[config.mk]
export PLATFORM = sky130hd
export DESIGN_NAME = stereo_serializer
export DESIGN_NICKNAME = d
export VERILOG_FILES = /design/src/rtl/stereo_serializer.sv
export SDC_FILE = /design/constraint.sdc
export NUM_CORES = 1
export LEC_CHECK = 0
export BUFFER_PORTS_ARGS = -buffer_cell sky130_fd_sc_hd__buf_2
export CORE_MARGIN = 1.5
export CORE_UTILIZATION = 64
export CTS_CLUSTER_DIAMETER = 80
export DETAILED_ROUTE_END_ITERATION = 7
export GPL_ROUTABILITY_DRIVEN = 0
export PLACE_DENSITY = 0.95
export SLEW_MARGIN = 40
export SYNTH_ARGS = -nofsm -noshare
export SYNTH_HDL_FRONTEND = slang
export SYNTH_SLANG_ARGS = --single-unit
[constraint.sdc]
create_clock -name clk -period 5.9 [get_ports clk]
set_input_delay 0 -clock clk [delete_from_list [all_inputs] [get_ports clk]]
set_output_delay 0 -clock clk [all_outputs]
set_load 0.01 [all_outputs]
[src/rtl/stereo_serializer.sv]
module stereo_serializer #(
  parameter int IN_W   = 24,
  parameter int SLOT_W = 32,
  parameter int HALF   = 2
) (
  input  logic            clk,
  input  logic            rst_n,
  input  logic            in_valid,
  output logic            in_ready,
  input  logic [IN_W-1:0] in_left,
  input  logic [IN_W-1:0] in_right,
  input  logic [1:0]      prec_sel,
  output logic            sck,
  output logic            ws,
  output logic            sd
);
  localparam int FRAME = 2 * SLOT_W;
  localparam int BW    = $clog2(FRAME);
  localparam int DW    = $clog2(HALF + 1);

  logic [DW-1:0]    div_cnt;
  logic [BW-1:0]    bit_cnt;
  logic [FRAME-1:0] frame_sr;

  wire          tick      = div_cnt == DW'(HALF - 1);
  wire          fall      = tick & sck;
  wire          frame_end = fall & (bit_cnt == BW'(FRAME - 1));
  wire [BW-1:0] nxt_bit   = bit_cnt + 1'b1;

  assign in_ready = frame_end;
  assign sd       = frame_sr[FRAME-1];

  function automatic logic [SLOT_W-1:0] round_slot(input logic [IN_W-1:0] x,
                                                   input logic [1:0] sel);
    int drop;
    logic [IN_W-1:0] half_lsb, keep, sum;
    drop     = IN_W - 16 - 2 * int'(sel);
    half_lsb = IN_W'(1) << (drop - 1);
    keep     = ~((IN_W'(1) << drop) - IN_W'(1));
    sum      = x + half_lsb;
    if (!x[IN_W-1] && sum[IN_W-1])
      sum = {1'b0, {(IN_W-1){1'b1}}};
    return {sum & keep, {(SLOT_W-IN_W){1'b0}}};
  endfunction

  always_ff @(posedge clk) begin
    if (!rst_n) begin
      div_cnt  <= '0;
      sck      <= 1'b0;
      bit_cnt  <= BW'(FRAME - 1);
      frame_sr <= '0;
      ws       <= 1'b0;
    end else begin
      if (tick) begin
        div_cnt <= '0;
        sck     <= ~sck;
      end else begin
        div_cnt <= div_cnt + 1'b1;
      end
      if (fall) begin
        bit_cnt <= nxt_bit;
        ws      <= (nxt_bit >= BW'(SLOT_W - 1)) && (nxt_bit != BW'(FRAME - 1));
        if (frame_end)
          frame_sr <= in_valid ? {round_slot(in_left, prec_sel), round_slot(in_right, prec_sel)}
                               : '0;
        else
          frame_sr <= frame_sr << 1;
      end
    end
  end
endmodule

==> run metrics <==
Final WS setup 2820 ps; Max H-tree Level 3; fmax 324 MHz; relative slew slack 0.516; chip width 88.5 um; largest net degree at the start of global routing 66; skew final 8.61 ps; Routed Antenna Nets 0; CP peak stage delay about 450 ps; RSZ-0062 raised after global routing false; max-slew violation count 0; Clock Sinks 66; post-route setup TNS 0 ps; Clock Root Buffer clkbuf_8; DRT Pass-1 Iters 6; Ys Warns 0; Synth Flop Type dfxtp_1; CP Data Arrival Time ~3300 ps; final instance area roughly 5200 um^2; DRT Wirelength roughly 12 mm; largest area contributor in the netlist dfxtp_1; total gr overflow 0; share of the synthesized area in the top cell type 0.283; Post-Syn Area 4670 um^2; R2R Setup Slk 3310 ps; Post-Syn Instances about 610; top-count cell post-synth nand2_1; pwr dens around 230 nW/um^2; vias in the first global route 4468; EDFF count, synth 0; sequential cell area between 1000 and 1500 um^2; die height approximately 90 um; HP Class in2reg; # Max-Cap Violations 0; Num CTS Buffers 9; Initial Utilization 0.673; worst slack at placement ~2500 ps; Leakage between 1.5 and 2 nW; # DRC 0; status finished, final reports clean; Placement Cell Area about 5000 um^2; Final Cycle Share 0.523; gr usage total 0.330; synth cell count leaders 76 x nand2_1, 66 x dfxtp_1, 52 x o21ai_0, 43 x a31oi_1, 35 x nand3_1; CTS tree yes; Ports between 50 and 60; # hold bufs at CTS 1; FP Rows 30; NumNets Final 726; Antenna diodes 0; via count about 5000; fill count around 500; maximum VDD drop 0.121 mV; CP endpoint kind register; post-CTS sizing 0; Finish-stage setup viols 0; critical path required time between 6000 and 7000 ps; first-pass GRT wire length 20.4 mm; area of the multi-input gates ~3200 um^2; initial antenna violation count 0; fin util 0.742; share of flip-flops with an asynchronous set or reset 0; critical path's slowest cell a21oi_2; Synth-to-Final Area Change 10.2%; input/output buffers 54; Core ar. 6940 um^2; WS Path Type in2reg; synthesized flop and latch total 66; Crit Path Max Fanout 9; WL/cell between 15 and 20 um; DR iter-0 viols between 400 and 500; startpoint types input port; crit path cell chain buf_2, or2_2, inv_1, ha_1, nor3b_1, ha_1, a31oi_1, nor2_1, a211oi_2, o21ai_1, a21oi_2, a31oi_1; share of layout cells above drive strength 1 0.128; Clk pin slew, worst setup/hold paths around 70 ps; Seq/Total Area, Yosys 0.283; Tightest Pin Transition slightly above 700 ps; Final Hold Fails 0; Netlist cell types between 50 and 60; clock period minus worst slack around 3100 ps; Die ar. about 7800 um^2; Final HPWL DP between 8 and 9 mm; Vias/cell between 6 and 7; Post-CTS Setup Bufs 0; Synth area leaders dfxtp_1 28%, ha_1 7.8%, nand2_1 6.1%, a31oi_1 5.8%, o21ai_0 5.6%; CTS Buffer Depth 2; Synth Area per Inst around 7.7 um^2; clk_lat worst skew between 300 and 400 ps
final timing paths:
kind,depth (start not counted),end,startpoint
setup reg to reg,6,frame_sr[46],bit_cnt[0]
hold reg to reg,1,div_cnt[0],div_cnt[0]
hold / removal,3,frame_sr[62],in_left[22]
setup / recovery,12,frame_sr[55],prec_sel[0]
logic make-up after synthesis:
logic type | Yosys count | share of synthesized area
compound gates | 226 | 0.315
xor+xnor | 44 | 0.0824
fa+ha+maj | 29 | 0.0776
buf+inv | 51 | 0.0415
flops | 66 | 0.283
other cells | 1 | 0.000802
simple gates | 191 | 0.200
final cells by class:
type | count | area share
multi-input cells | 496 | 0.618
flip-flops and latches | 66 | 0.256
repair buffers | 57 | 0.0578
clock buffers | 13 | 0.0270
well taps | 96 | 0.0233
inverters | 14 | 0.0102
clock inverters | 3 | 0.00777
layer usage:
metal  vias up  global-route usage  share of wire
met5         -                   0              0
met4         0               0.148          0.027
met3        35              0.0522          0.082
met2       264               0.532           0.47
met1      2247               0.436           0.42
li1       2344                   -              -
worst max-delay path, delay by kind of cell:
family	cells	cell delay [ps]
and+or+nand+nor	3	820
buffers and inverters	2	250
AOI/OAI and AO/OA	5	1550
adders and majority gates	2	660
stage by stage:
| stage | hold slack [ps] | instances | total power [mW] |
|---|---|---|---|
| 5_1_grt | 50.7 | 745 | 1.23 |
| 3_5_place_dp | 340 | 728 | 0.811 |
| 2_1_floorplan | 148 | 613 | 0.728 |
| 6_report | 38.0 | 745 | 1.17 |
| 3_3_place_gp | 333 | 728 | 0.796 |
| 4_1_cts | 30.1 | 745 | 1.16 |
flip-flops by register name, summed over array words and instances (netlist names):
register,count
bit_cnt,6
sck,1
ws,1
frame_sr,56
div_cnt,2
layout by cell type (no fill, tap or decap), types with 6 or more instances in the layout:
cell type   n
nor2b_1     7
and2_1      8
nand4_1    12
conb_1      6
a21boi_0   13
nor2_1     18
clkbuf_8    9
o21ai_0    52
xnor2_1    25
a211oi_1    7
inv_1      14
nor3_1      8
ha_1       29
nand3_1    35
a21oi_1    34
dfxtp_1    66
and3_1      6
buf_2      53
a31oi_1    43
nand2_1    76
o211ai_1   24
xor2_1     19
report_power, final:
| part | switching, mW | internal (mW) | total, mW |
|---|---|---|---|
| Clock | 0.166 | 0.195 | 0.360 |
| Combinational | 0.212 | 0.109 | 0.321 |
| Sequential | 0.0180 | 0.474 | 0.492 |
Note: power is estimated with default switching activity, not from simulation.
